### config.mk
export PLATFORM = sky130hd
export DESIGN_NAME = i2c_irq_hold
export DESIGN_NICKNAME = d
export VERILOG_FILES = /design/src/rtl/i2c_irq_pkg.sv /design/src/rtl/irq_event_decode.sv /design/src/rtl/irq_flag_ctl.sv /design/src/rtl/hold_timer.sv /design/src/rtl/i2c_irq_hold.sv
export SDC_FILE = /design/constraint.sdc
export NUM_CORES = 1
export LEC_CHECK = 0
export BUFFER_PORTS_ARGS = -buffer_cell sky130_fd_sc_hd__buf_2
export CAP_MARGIN = 5
export CORE_UTILIZATION = 45
export CTS_CLUSTER_DIAMETER = 80
export DETAILED_ROUTE_END_ITERATION = 10
export PLACE_DENSITY = 0.73
export SLEW_MARGIN = 20
export SYNTH_ARGS = -nofsm -noshare
export SYNTH_HDL_FRONTEND = slang
export SYNTH_SLANG_ARGS = --single-unit
export TNS_END_PERCENT = 10
### constraint.sdc
create_clock -name clk -period 2 [get_ports clk]
set_clock_uncertainty 0.05 [all_clocks]
set_input_delay 0.1 -clock clk [delete_from_list [all_inputs] [get_ports clk]]
set_output_delay 0.1 -clock clk [all_outputs]
set_load 0.01 [all_outputs]
### src/rtl/i2c_irq_pkg.sv
package i2c_irq_pkg;

   typedef enum logic [2:0] {
      CAUSE_NONE,
      CAUSE_MST_XFER,
      CAUSE_SLV_ADDR,
      CAUSE_SLV_GCALL,
      CAUSE_SLV_DATA
   } irq_cause_e;

   typedef struct packed {
      logic bits_done;
      logic ack_done;
      logic addr_match;
      logic gcall;
      logic data_done;
   } shift_ev_t;

endpackage

### src/rtl/irq_event_decode.sv
module irq_event_decode
   import i2c_irq_pkg::*;
(
   input  logic       clk,
   input  logic       rst_n,
   input  logic       master,
   input  logic       noack,
   input  shift_ev_t  ev,
   output irq_cause_e cause,
   output logic       req
);

   logic armed_q;
   logic sel_q;

   always_ff @(posedge clk or negedge rst_n) begin
      if (!rst_n) begin
         armed_q <= 1'b0;
         sel_q   <= 1'b0;
      end else begin
         if (!master)
            armed_q <= 1'b0;
         else if (ev.ack_done)
            armed_q <= 1'b0;
         else if (ev.bits_done)
            armed_q <= 1'b1;

         if (master)
            sel_q <= 1'b0;
         else if (ev.addr_match || ev.gcall)
            sel_q <= 1'b1;
      end
   end

   always_comb begin
      cause = CAUSE_NONE;
      if (master) begin
         if (ev.ack_done && (armed_q || ev.bits_done))
            cause = CAUSE_MST_XFER;
      end else begin
         if (ev.data_done && sel_q)
            cause = CAUSE_SLV_DATA;
         else if (!noack && ev.addr_match)
            cause = CAUSE_SLV_ADDR;
         else if (!noack && ev.gcall)
            cause = CAUSE_SLV_GCALL;
      end
   end

   assign req = (cause != CAUSE_NONE);

   // a selected slave keeps its selection until master mode is entered
   assert_sel_sticky_R4: assert property (@(posedge clk) disable iff (!rst_n)
      (sel_q && !master) |=> sel_q);

endmodule

### src/rtl/irq_flag_ctl.sv
module irq_flag_ctl (
   input  logic clk,
   input  logic rst_n,
   input  logic req,
   input  logic wr_data,
   input  logic wr_ctrl,
   input  logic wr_ctrl_bit,
   output logic flag_q,
   output logic irq_q,
   output logic rise
);

   logic set_req;

   assign set_req = wr_data || (wr_ctrl && wr_ctrl_bit);
   assign rise    = !flag_q && set_req && !req;

   always_ff @(posedge clk or negedge rst_n) begin
      if (!rst_n) begin
         flag_q <= 1'b1;
         irq_q  <= 1'b0;
      end else begin
         irq_q <= req;
         if (req)
            flag_q <= 1'b0;
         else if (set_req)
            flag_q <= 1'b1;
      end
   end

   assert_event_wins_R12: assert property (@(posedge clk) disable iff (!rst_n)
      req |=> (!flag_q && irq_q));

   assert_write_sets_R8: assert property (@(posedge clk) disable iff (!rst_n)
      (wr_data && !req) |=> flag_q);

   assert_zero_write_ignored_R9: assert property (@(posedge clk) disable iff (!rst_n)
      (!flag_q && !req && !wr_data && wr_ctrl && !wr_ctrl_bit) |=> !flag_q);

endmodule

### src/rtl/hold_timer.sv
module hold_timer #(
   parameter int CNT_W = 8
) (
   input  logic             clk,
   input  logic             rst_n,
   input  logic             load,
   input  logic             clear,
   input  logic [CNT_W-1:0] low_cycles,
   output logic             busy
);

   localparam logic [CNT_W-1:0] ONE  = CNT_W'(1);
   localparam logic [CNT_W-1:0] ZERO = '0;

   logic [CNT_W-1:0] cnt_q;

   always_ff @(posedge clk or negedge rst_n) begin
      if (!rst_n)
         cnt_q <= ZERO;
      else if (clear)
         cnt_q <= ZERO;
      else if (load)
         cnt_q <= low_cycles;
      else if (cnt_q != ZERO)
         cnt_q <= cnt_q - ONE;
   end

   assign busy = (cnt_q != ZERO);

   assert_load_R10: assert property (@(posedge clk) disable iff (!rst_n)
      (load && !clear) |=> (cnt_q == $past(low_cycles)));

   assert_countdown_R10: assert property (@(posedge clk) disable iff (!rst_n)
      (busy && !load && !clear) |=> (cnt_q == $past(cnt_q) - ONE));

endmodule

### src/rtl/i2c_irq_hold.sv
module i2c_irq_hold
   import i2c_irq_pkg::*;
#(
   parameter int CNT_W    = 8,
   parameter bit HOLD_REG = 1'b0
) (
   input  logic             clk,
   input  logic             rst_n,
   input  logic             cfg_master,
   input  logic             cfg_noack,
   input  logic [CNT_W-1:0] cfg_low_cycles,
   input  logic             ev_bits_done,
   input  logic             ev_ack_done,
   input  logic             ev_addr_match,
   input  logic             ev_gcall,
   input  logic             ev_data_done,
   input  logic             wr_data,
   input  logic             wr_ctrl,
   input  logic             wr_ctrl_bit,
   output logic             pend_flag,
   output logic             irq_pulse,
   output logic             scl_hold
);

   if (CNT_W < 1 || CNT_W > 16) begin : g_bad_cnt_w
      $error("i2c_irq_hold: CNT_W must lie in 1..16");
   end

   shift_ev_t  ev;
   irq_cause_e cause;
   logic       req;
   logic       rise;
   logic       busy;
   logic       hold_comb;

   assign ev = '{bits_done:  ev_bits_done,
                 ack_done:   ev_ack_done,
                 addr_match: ev_addr_match,
                 gcall:      ev_gcall,
                 data_done:  ev_data_done};

   irq_event_decode u_dec (
      .clk    (clk),
      .rst_n  (rst_n),
      .master (cfg_master),
      .noack  (cfg_noack),
      .ev     (ev),
      .cause  (cause),
      .req    (req)
   );

   irq_flag_ctl u_flag (
      .clk         (clk),
      .rst_n       (rst_n),
      .req         (req),
      .wr_data     (wr_data),
      .wr_ctrl     (wr_ctrl),
      .wr_ctrl_bit (wr_ctrl_bit),
      .flag_q      (pend_flag),
      .irq_q       (irq_pulse),
      .rise        (rise)
   );

   hold_timer #(.CNT_W(CNT_W)) u_tmr (
      .clk        (clk),
      .rst_n      (rst_n),
      .load       (rise),
      .clear      (req),
      .low_cycles (cfg_low_cycles),
      .busy       (busy)
   );

   assign hold_comb = !pend_flag || busy;

   if (HOLD_REG) begin : g_hold_reg
      logic hold_q;
      always_ff @(posedge clk or negedge rst_n) begin
         if (!rst_n) hold_q <= 1'b0;
         else        hold_q <= hold_comb;
      end
      assign scl_hold = hold_q;
   end else begin : g_hold_comb
      assign scl_hold = hold_comb;

      assert_hold_while_pending_R7: assert property (@(posedge clk) disable iff (!rst_n)
         !pend_flag |-> scl_hold);
   end

   assert_irq_clears_flag_R6: assert property (@(posedge clk) disable iff (!rst_n)
      irq_pulse |-> !pend_flag);

   assert_noack_suppress_R5: assert property (@(posedge clk) disable iff (!rst_n)
      (!cfg_master && cfg_noack && !ev_data_done) |=> !irq_pulse);

   assert_master_ignores_R13: assert property (@(posedge clk) disable iff (!rst_n)
      (cfg_master && !ev_ack_done) |=> !irq_pulse);

endmodule

==> flow_summary.yaml, run 1 <==
status:
  outcome: "completed"
critical_path:
  startpoint_type: "flop"
  timing.reg2reg.setup_slack_ns: 0.21
  slowest_delay_ns: 0.57
  worst_path_max_delay_cell: "or4_4"
  ff2ff_path_depth: 6
  cp_num_buf_inv: 1
  r2r-end: "u_tmr.cnt_q[4]"
  cp_num_cells: 4
  endpoint_kind: "output port"
  critical_path_class: "reg2out"
  path_max_fanout: 7
  critPathTopFamily: "simple AND/OR/NAND/NOR gates"
  path_cells: "or4_4, nor3_4, nand2_1, buf_2"
  reg2reg_from: "u_tmr.cnt_q[0]"
  worstPathRequired_ns: 1.85
  cp.arrival_ns: 1.73
sta:
  finalSetupTns_ns: 0
  tightest_slew_ns: 0.852
  max_freq_mhz: 531
  timing.hold.ws_ns: 0.00920
  slew_viol_final: 0
  timing_hold_violations_final: 0
  slew_headroom: 0.430
  setup_viol: 0
  rsz0062_at_grt: "no"
  period_minus_slack_ns: 1.88
  post-route-period-util: 0.942
synthesis:
  synthMuxAreaShare: 0
  syn_inst: 71
  synthSimpleGateAreaFrac: 0.252
  synth_compound_area_frac: 0.166
  synth-xor-area-share: 0.0768
  synth-edff-count: 0
  async_flop_share: 1.00
  synth_area_sq_um: 684
  ys.flop_type: "dfrtp_1"
  synth_area_leaders: "dfrtp_1, xnor2_1, a21oi_1, nor3_1, dfstp_2"
  synth_cell_types: 27
  yosys.area.top_type_share: 0.402
  synth_top_family_by_area: "simple AND/OR/NAND/NOR gates"
  synth-seq-cells: 12
  syn_avg_cell_area_sq_um: 9.64
  syn_nets: 93
  yosys.area.top_type: "dfrtp_1"
  synthAdderAreaFrac: 0.0366
  ys_seq_area_frac: 0.441
  yosys_warnings: 0
drt:
  ant_nets: 0
  drtIter0Drc: 9
  wl_per_cell_um: 12.9
  vias_per_cell: 5.43
  via_count: 625
  wl_mm: 1.49
  first_pass_iters: 4
  drc: 0
min_path:
  min_from: "cfg_low_cycles[2]"
  worstHoldPathType: "in2reg"
  min_to: "u_tmr.cnt_q[2]"
  worst_hold_path.num_cells: 3
clocking:
  root_buffer: "clkbuf_4"
  clk_pin_slew_worst_paths_ns: 0.08
  clock_path_buffers: 2
  clock_sinks: 12
  cts_made_buffers: 3
  h-tree-depth: 1
  cts_tree: "yes"
  clock_latency_ns: 0.27
  cts_resized: 0
  post_cts_buffers: 0
placed_design:
  place_inst: 107
  dpl_cell_area_sq_um: 810
  port_buffers: 22
  dp.final_hpwl_mm: 1.12
  gp_congestion: 0.736
floorplanning:
  io_pins: 23
  start_util: 0.507
  core_area_sq_um: 1350
  die-area_sq_um: 1680
  die_h_um: 41
  die_w_um: 41
  row_count: 13
grt:
  antenna_found_initial: 0
  grt_pass1_vias: 544
  grt_max_degree: 15
  grt_pass1_wl_mm: 2.24
  gr-usage-all-layers: 0.215
  grt.overflow.total: 0
finish:
  multi_input_area_sq_um: 364
  syn_to_final_growth_pct: 29.4
  drive_above_1_share: 0.330
  fillers: 126
  finish.instance_area_sq_um: 886
  stdcell_count: 115
  num_antenna_cells: 0
  regArea_sq_um: 302
  layout.nets: 123
job:
  drv_cap: 0
pwr:
  power.leakage_nw: 0.405
  power_density_nw_per_um2: 1250
  ir_worst_vdd_uv: 646
  power_w: 0.00110
## stage by stage
step,setup WS [ns],utilization
4_1_cts,0.0505,0.656
2_1_floorplan,0.323,-
5_1_grt,0.0420,0.656
6_report,0.117,0.656
3_3_place_gp,0.231,0.600
3_5_place_dp,0.210,0.600
## layout by cell type, fill, tap and decap left out, types with 3 or more instances in the layout
master / instances
nor2_1: 5
or3_2: 3
xnor2_1: 6
clkbuf_4: 3
inv_1: 3
a21oi_1: 7
dlygate4sd3_1: 4
buf_2: 22
nand2_1: 7
nor3_1: 6
dfrtp_1: 11
## report_power, final
group          total, W  switching [W]  internal [W]
registers      0.000382      0.0000748      0.000307
clock network  0.000193      0.0000820      0.000111
logic          0.000530       0.000256      0.000274
total           0.00110       0.000413      0.000692
## cell families after synthesis
group           Yosys count
simple gates             30
buf+inv                   5
fa+ha+maj                 2
compound gates           16
xor+xnor                  6
flops                    12
## what timing repair did
| item | CTS | global route |
|---|---|---|
| endpoints found under the setup margin | 0 | 1 |
| hold buffers | 4 | 0 |
| hold endpoints to repair | 15 | 0 |
## flip-flops by register name, summed over array words and instances, names as in the netlist
| signal | count |
|---|---|
| u_tmr.cnt_q | 8 |
| u_dec.sel_q | 1 |
| u_flag.irq_q | 1 |
| u_dec.armed_q | 1 |
| u_flag.flag_q | 1 |
## layer usage
metal,track usage,share of wire
met1,0.281,0.51
met2,0.332,0.46
met3,0.0489,0.019
met4,0.100,0.0067
met5,0,0
## worst reg2reg max path, cell delays in order (launching register included)
cell and delay [ns]:
dfrtp_1 0.40, inv_1 0.13, ha_1 0.24, nor3b_1 0.24, xnor2_1 0.09, or3_2 0.41, a21oi_1 0.16
## Yosys cell counts, types with 2 or more instances
cell type  count
a21oi_1        7
a32o_1         2
dfrtp_1       11
ha_1           2
inv_1          3
nand2_1        7
nand3_1        2
nor2_1         5
nor3_1         6
nor3b_1        2
or3_2          3
xnor2_1        6
## layout make-up
type | count | area share
clock buffer | 4 | 0.0410
multi-input combinational | 54 | 0.411
inverter | 4 | 0.0169
timing repair buffer | 26 | 0.169
sequential | 12 | 0.340
tap | 15 | 0.0212
## how the worst max path moves through the flow
stage / from / to / slack, ns
3_5_place_dp: u_tmr.cnt_q[5] / u_tmr.cnt_q[7] / 0.21
6_report: u_tmr.cnt_q[5] / scl_hold / 0.12
5_1_grt: u_tmr.cnt_q[5] / scl_hold / 0.04
2_1_floorplan: u_tmr.cnt_q[5] / u_tmr.cnt_q[7] / 0.32
3_3_place_gp: u_tmr.cnt_q[5] / u_tmr.cnt_q[7] / 0.23
4_1_cts: u_tmr.cnt_q[5] / scl_hold / 0.05
(Power assumes the default switching activity.)
==> run 2: changes to the inputs <==
Settings changed: CELL_PAD_IN_SITES_DETAIL_PLACEMENT set to 2, CELL_PAD_IN_SITES_GLOBAL_PLACEMENT set to 2, CORE_UTILIZATION 45 to 28, PLACE_DENSITY 0.73 to unset, PLACE_DENSITY_LB_ADDON set to 0.1.
==> run 2 against run 1 <==
Die area rose by 57%. Via count rose by 6.4%. Design area rose by 4.1%. Sequential cell count did not move. Wire length rose by 28%. Sequential power barely moved. Combinational power rose by 8.7%. Final cell count rose by 15%. Register-to-register slack got worse by 0.05 ns. Highest routed layer unchanged.
==> flow_summary.yaml, run 2 (synthesis results as in run 1) <==
sta:
  slew_headroom: 0.788
  tightest_slew_ns: 0.315
  period_minus_slack_ns: 1.84
  slew_viol_final: 0
  timing_hold_violations_final: 0
  finalSetupTns_ns: 0
  setup_viol: 0
  timing.hold.ws_ns: 0.0109
  rsz0062_at_grt: "no"
  post-route-period-util: 0.921
  max_freq_mhz: 543
status:
  outcome: "completed"
grt:
  grt_max_degree: 13
  met3_usage: 0.0268
  grt.overflow.total: 0
  gr-usage-all-layers: 0.168
  busiest_layer: "met2"
  antenna_found_initial: 0
  grt_pass1_wl_mm: 3.11
  grt_use_met2: 0.275
  met1_usage: 0.213
  grt_pass1_vias: 679
min_path:
  worstHoldPathType: "in2reg"
  min_to: "u_tmr.cnt_q[3]"
  worst_hold_path.num_cells: 3
  min_from: "cfg_low_cycles[3]"
placed_design:
  dp.final_hpwl_mm: 1.43
  dpl_cell_area_sq_um: 848
  place_inst: 123
  gp_congestion: 0.711
  port_buffers: 22
clocking:
  h-tree-depth: 1
  cts_tree: "yes"
  root_buffer: "clkbuf_4"
  cts_resized: 0
  clk_pin_slew_worst_paths_ns: 0.08
  clock_latency_ns: 0.28
  cts_made_buffers: 3
  clock_path_buffers: 2
  clock_sinks: 12
floorplanning:
  start_util: 0.304
  die_w_um: 51.4
  io_pins: 23
  row_count: 17
  die_h_um: 51.4
  die-area_sq_um: 2650
  core_area_sq_um: 2250
critical_path:
  reg2reg_from: "u_tmr.cnt_q[0]"
  ff2ff_path_depth: 7
  critical_path_class: "reg2reg"
  startpoint_type: "flop"
  path_max_fanout: 6
  endpoint_kind: "flop"
  timing.reg2reg.setup_slack_ns: 0.16
  worstPathRequired_ns: 2.14
  r2r-end: "u_tmr.cnt_q[4]"
  cp.arrival_ns: 1.98
drt:
  drc: 0
  first_pass_iters: 3
  via_count: 665
  wl_mm: 1.90
  wl_per_cell_um: 14.4
  drtIter0Drc: 3
  vias_per_cell: 5.04
  ant_nets: 0
finish:
  mostFrequentLayoutCell: "buf_2"
  final_cell_mix: "buf_2, dfrtp_1, a21oi_1, nand2_1"
  regArea_sq_um: 302
  num_antenna_cells: 0
  multi_input_area_sq_um: 364
  fillers: 285
  finish.instance_area_sq_um: 922
  syn_to_final_growth_pct: 34.7
  largest_reg_flops: 8
  layout.nets: 127
  regMostFlops: "u_tmr.cnt_q"
  stdcell_count: 132
  drive_above_1_share: 0.346
pwr:
  power_density_nw_per_um2: 1210
  power_w: 0.00112
  ir_worst_vdd_uv: 519
  power.leakage_nw: 0.419
job:
  drv_cap: 0
==> run 2: cell count changes in the layout (fill, tap and decap cells not counted) <==
| cell | delta |
|---|---|
| clkbuf_1 | +1 |
| buf_4 | +4 |
| clkbuf_8 | -1 |
==> run 2: area by class of cell <==
type,count,share of cell area
multi-input cells,54,0.395
flip-flops and latches,12,0.327
repair buffers,30,0.195
well taps,28,0.0380
clock buffers,4,0.0285
inverters,4,0.0163
==> run 2: worst max-delay path: stages (launching register included) <==
cell      delay [ns]
dfrtp_1         0.38
inv_1           0.10
ha_1            0.21
nand2b_1        0.15
nor3_4          0.07
buf_4           0.17
or3_2           0.46
a21oi_1         0.16
==> run 2: worst max-delay path by stage <==
| stage | startpoint | to | slack [ns] | cells past startpoint |
|---|---|---|---|---|
| 2_1_floorplan | u_tmr.cnt_q[5] | u_tmr.cnt_q[7] | 0.32 | 4 |
| 3_3_place_gp | u_tmr.cnt_q[5] | u_tmr.cnt_q[7] | 0.15 | 4 |
| 3_5_place_dp | u_tmr.cnt_q[5] | u_tmr.cnt_q[7] | 0.15 | 4 |
| 4_1_cts | u_tmr.cnt_q[0] | u_tmr.cnt_q[4] | 0.12 | 7 |
| 5_1_grt | u_tmr.cnt_q[0] | u_tmr.cnt_q[4] | 0.04 | 6 |
| 6_report | u_tmr.cnt_q[0] | u_tmr.cnt_q[4] | 0.16 | 7 |
==> run 2: repair_timing <==
item / CTS / global route
setup endpoints to repair: 1 / 0
hold buffers: 4 / 0
setup buffers: 1 / 0
hold endpoints to repair: 15 / 0
==> run 2: power by group <==
group	internal [W]	leakage [nW]	total (W)	switching [W]
sequential	0.000307	0.152	0.000384	0.0000767
combinational	0.000296	0.252	0.000576	0.000280
clock	0.0000772	0.0150	0.000159	0.0000821
total	0.000680	0.419	0.00112	0.000439
==> run 2: metal layers <==
metal  wire, um  vias up  part of all wire
met5          0        -                 0
met4         40        0             0.021
met3         67        4             0.035
met2        894       17              0.47
met1        895      319              0.47
li1           -      325                 -
==> run 2: metrics by stage <==
stage          utilization  setup slack [ns]
2_1_floorplan            -             0.323
3_3_place_gp         0.376             0.155
3_5_place_dp         0.376             0.149
4_1_cts              0.409             0.125
5_1_grt              0.409            0.0400
6_report             0.409             0.158
==> run 3: changes to the inputs <==
Settings changed: ABC_AREA set to 1, CORE_UTILIZATION 28 to 27.
==> run 3 against run 2 <==
Final cell count increased by 23%. Clock power increased by 28%. Critical path type is now reg2out. Synthesized area increased by 14%. Die area increased by 18%. Global-route usage increased by 0.29 points. Largest power group unchanged.
==> flow_summary.yaml, run 3 <==
placed_design:
  dpl_cell_area_sq_um: 918
  gp_congestion: 0.706
  port_buffers: 22
  dp.final_hpwl_mm: 1.85
critical_path:
  path_max_fanout: 4
  slowest_delay_ns: 0.38
  timing.reg2reg.setup_slack_ns: 0.54
  path_cells: "inv_1, ha_1, nand2_1, nor2_4, nand2_1, buf_2"
  ff2ff_path_depth: 6
  critical_path_class: "reg2out"
  worst_path_max_delay_cell: "dfrtp_1"
  critPathTopFamily: "flip-flops"
  endpoint_kind: "output port"
  cp.arrival_ns: 1.40
  path_common_cell: "nand2_1"
  startpoint_type: "flop"
  reg2reg_from: "u_dec.armed_q"
  r2r-end: "u_tmr.cnt_q[6]"
  worstPathRequired_ns: 1.85
  cp_num_buf_inv: 2
drt:
  vias_per_cell: 4.77
  wl_per_cell_um: 14.1
  ant_nets: 0
  via_count: 773
  met1_length_um: 981
  drc: 0
  wl_met2_mm: 1.20
  highest_layer: "met4"
  wl_mm: 2.28
  wl_met3_um: 70
  drtIter0Drc: 13
  first_pass_iters: 4
finish:
  syn_to_final_growth_pct: 30.0
  layout.nets: 154
  drive_above_1_share: 0.336
  num_antenna_cells: 0
  finish.instance_area_sq_um: 1010
  final_cell_mix: "nand2_1, buf_2, nor2_1, dfrtp_1, inv_1"
  largest_reg_flops: 8
  regMostFlops: "u_tmr.cnt_q"
floorplanning:
  die-area_sq_um: 3110
  start_util: 0.283
  core_area_sq_um: 2760
  die_h_um: 55.8
  row_count: 19
  die_w_um: 55.8
  io_pins: 23
synthesis:
  synth_cell_types: 26
  yosys.area.top_type_share: 0.353
  yosys_warnings: 0
  async_flop_share: 1.00
  ys.flop_type: "dfrtp_1"
  synthSimpleGateAreaFrac: 0.362
  ys_seq_area_frac: 0.386
  synth-seq-cells: 12
  syn_avg_cell_area_sq_um: 7.81
  synthMuxAreaShare: 0
  synthAdderAreaFrac: 0.0321
  syn_nets: 122
  synth-xor-area-share: 0.0337
  yosysMostFrequentCell: "nand2_1"
  synth_compound_area_frac: 0.114
  synth_area_sq_um: 781
  synth-edff-count: 0
  synth_top_family_by_area: "simple AND/OR/NAND/NOR gates"
  syn_inst: 100
  synth_area_leaders: "dfrtp_1, nand2_1, nor2_1, inv_1, nand2_2"
  yosys.area.top_type: "dfrtp_1"
  synth_common_cells: "nand2_1, dfrtp_1, nor2_1"
grt:
  grt_pass1_vias: 864
  gr-usage-all-layers: 0.171
  grt_pass1_wl_mm: 3.99
  antenna_found_initial: 0
  grt.overflow.total: 0
  grt_max_degree: 13
clocking:
  clock_latency_ns: 0.28
  root_buffer: "clkbuf_4"
  clock_sinks: 12
  h-tree-depth: 1
  cts_resized: 0
  clock_path_buffers: 2
  cts_tree: "yes"
  cts_made_buffers: 3
  clk_pin_slew_worst_paths_ns: 0.09
min_path:
  worstHoldPathType: "in2reg"
  min_from: "ev_addr_match"
  min_to: "u_dec.sel_q"
  worst_hold_path.num_cells: 3
job:
  drv_cap: 0
sta:
  timing_hold_violations_final: 0
  setup_viol: 0
  post-route-period-util: 0.777
  tightest_slew_ns: 0.315
  period_minus_slack_ns: 1.55
  finalSetupTns_ns: 0
  rsz0062_at_grt: "no"
  slew_viol_final: 0
  slew_headroom: 0.790
  max_freq_mhz: 643
status:
  outcome: "completed"
pwr:
  ir_worst_vdd_uv: 471
  power_density_nw_per_um2: 1230
  power.leakage_nw: 0.535
## run 3: cell types whose count changed in the layout (fill, tap and decap cells not counted), moves of 5 or more
cell and delta:
nor2_1 +6, nand2_2 +5, nand2_1 +15, inv_1 +6, xnor2_1 -5, nor3_1 -5
## run 3: what timing repair did
action,CTS,global route
setup endpoints to repair,0,0
hold buffers,6,0
hold endpoints to repair,17,0
buffers inserted,0,0
## run 3: through the flow
stage          power, W   util  setup slack [ns]  hold WS, ns  cells
6_report        0.00125  0.368             0.446       0.0155    162
2_1_floorplan  0.000886      -             0.700       -0.246    100
3_3_place_gp    0.00103  0.333             0.551      -0.0401    152
5_1_grt         0.00140  0.368             0.315       0.0278    162
3_5_place_dp    0.00106  0.333             0.524      -0.0335    152
4_1_cts         0.00129  0.368             0.418     0.000378    162
## run 3: worst max path at each step
stage,startpoint,endpoint,slack [ns],depth (start not counted)
final,u_tmr.cnt_q[0],scl_hold,0.45,6
after global routing,u_tmr.cnt_q[0],scl_hold,0.32,6
after CTS,u_tmr.cnt_q[0],scl_hold,0.42,6
after detailed placement,u_dec.armed_q,u_tmr.cnt_q[6],0.52,6
after global placement,u_flag.flag_q,u_tmr.cnt_q[6],0.55,7
after floorplan,u_flag.flag_q,u_tmr.cnt_q[4],0.70,7
## run 3: per-layer routing
metal / track usage / up-vias
li1: - / 382
met4: 0.0429 / 0
met2: 0.308 / 15
met3: 0.0442 / 4
met5: 0 / -
met1: 0.200 / 372
## run 3: cells by family (layout without fill, tap and decap cells)
group | after synthesis | count (layout)
AND/OR/NAND/NOR | 56 | 56
AO/OA/AOI/OAI | 14 | 14
XOR/XNOR | 3 | 3
buffers and inverters | 13 | 44
flip-flops | 12 | 12
adder cells (fa/ha/maj) | 2 | 2
## run 3: area by class of cell
class / instances / area, sq um
clock buffer: 4 / 36.3
fill: 324 / 1740
inverter: 12 / 45.0
multi-input combinational: 75 / 423
sequential: 12 / 302
tap: 31 / 38.8
timing repair buffer: 28 / 170
## run 3: power breakdown
part           switching (W)  internal (W)  total (W)
Sequential         0.0000741      0.000320   0.000394
Clock              0.0000923      0.000111   0.000203
Combinational       0.000401      0.000252   0.000652
Total               0.000567      0.000682    0.00125
## run 3: worst register-to-register path: stages, from the launching register on
cell and delay, ns:
dfrtp_1 0.39, o21ai_1 0.15, nand2_1 0.08, nand2_2 0.25
nand2_1 0.22, nor2_1 0.17, nor2_2 0.05
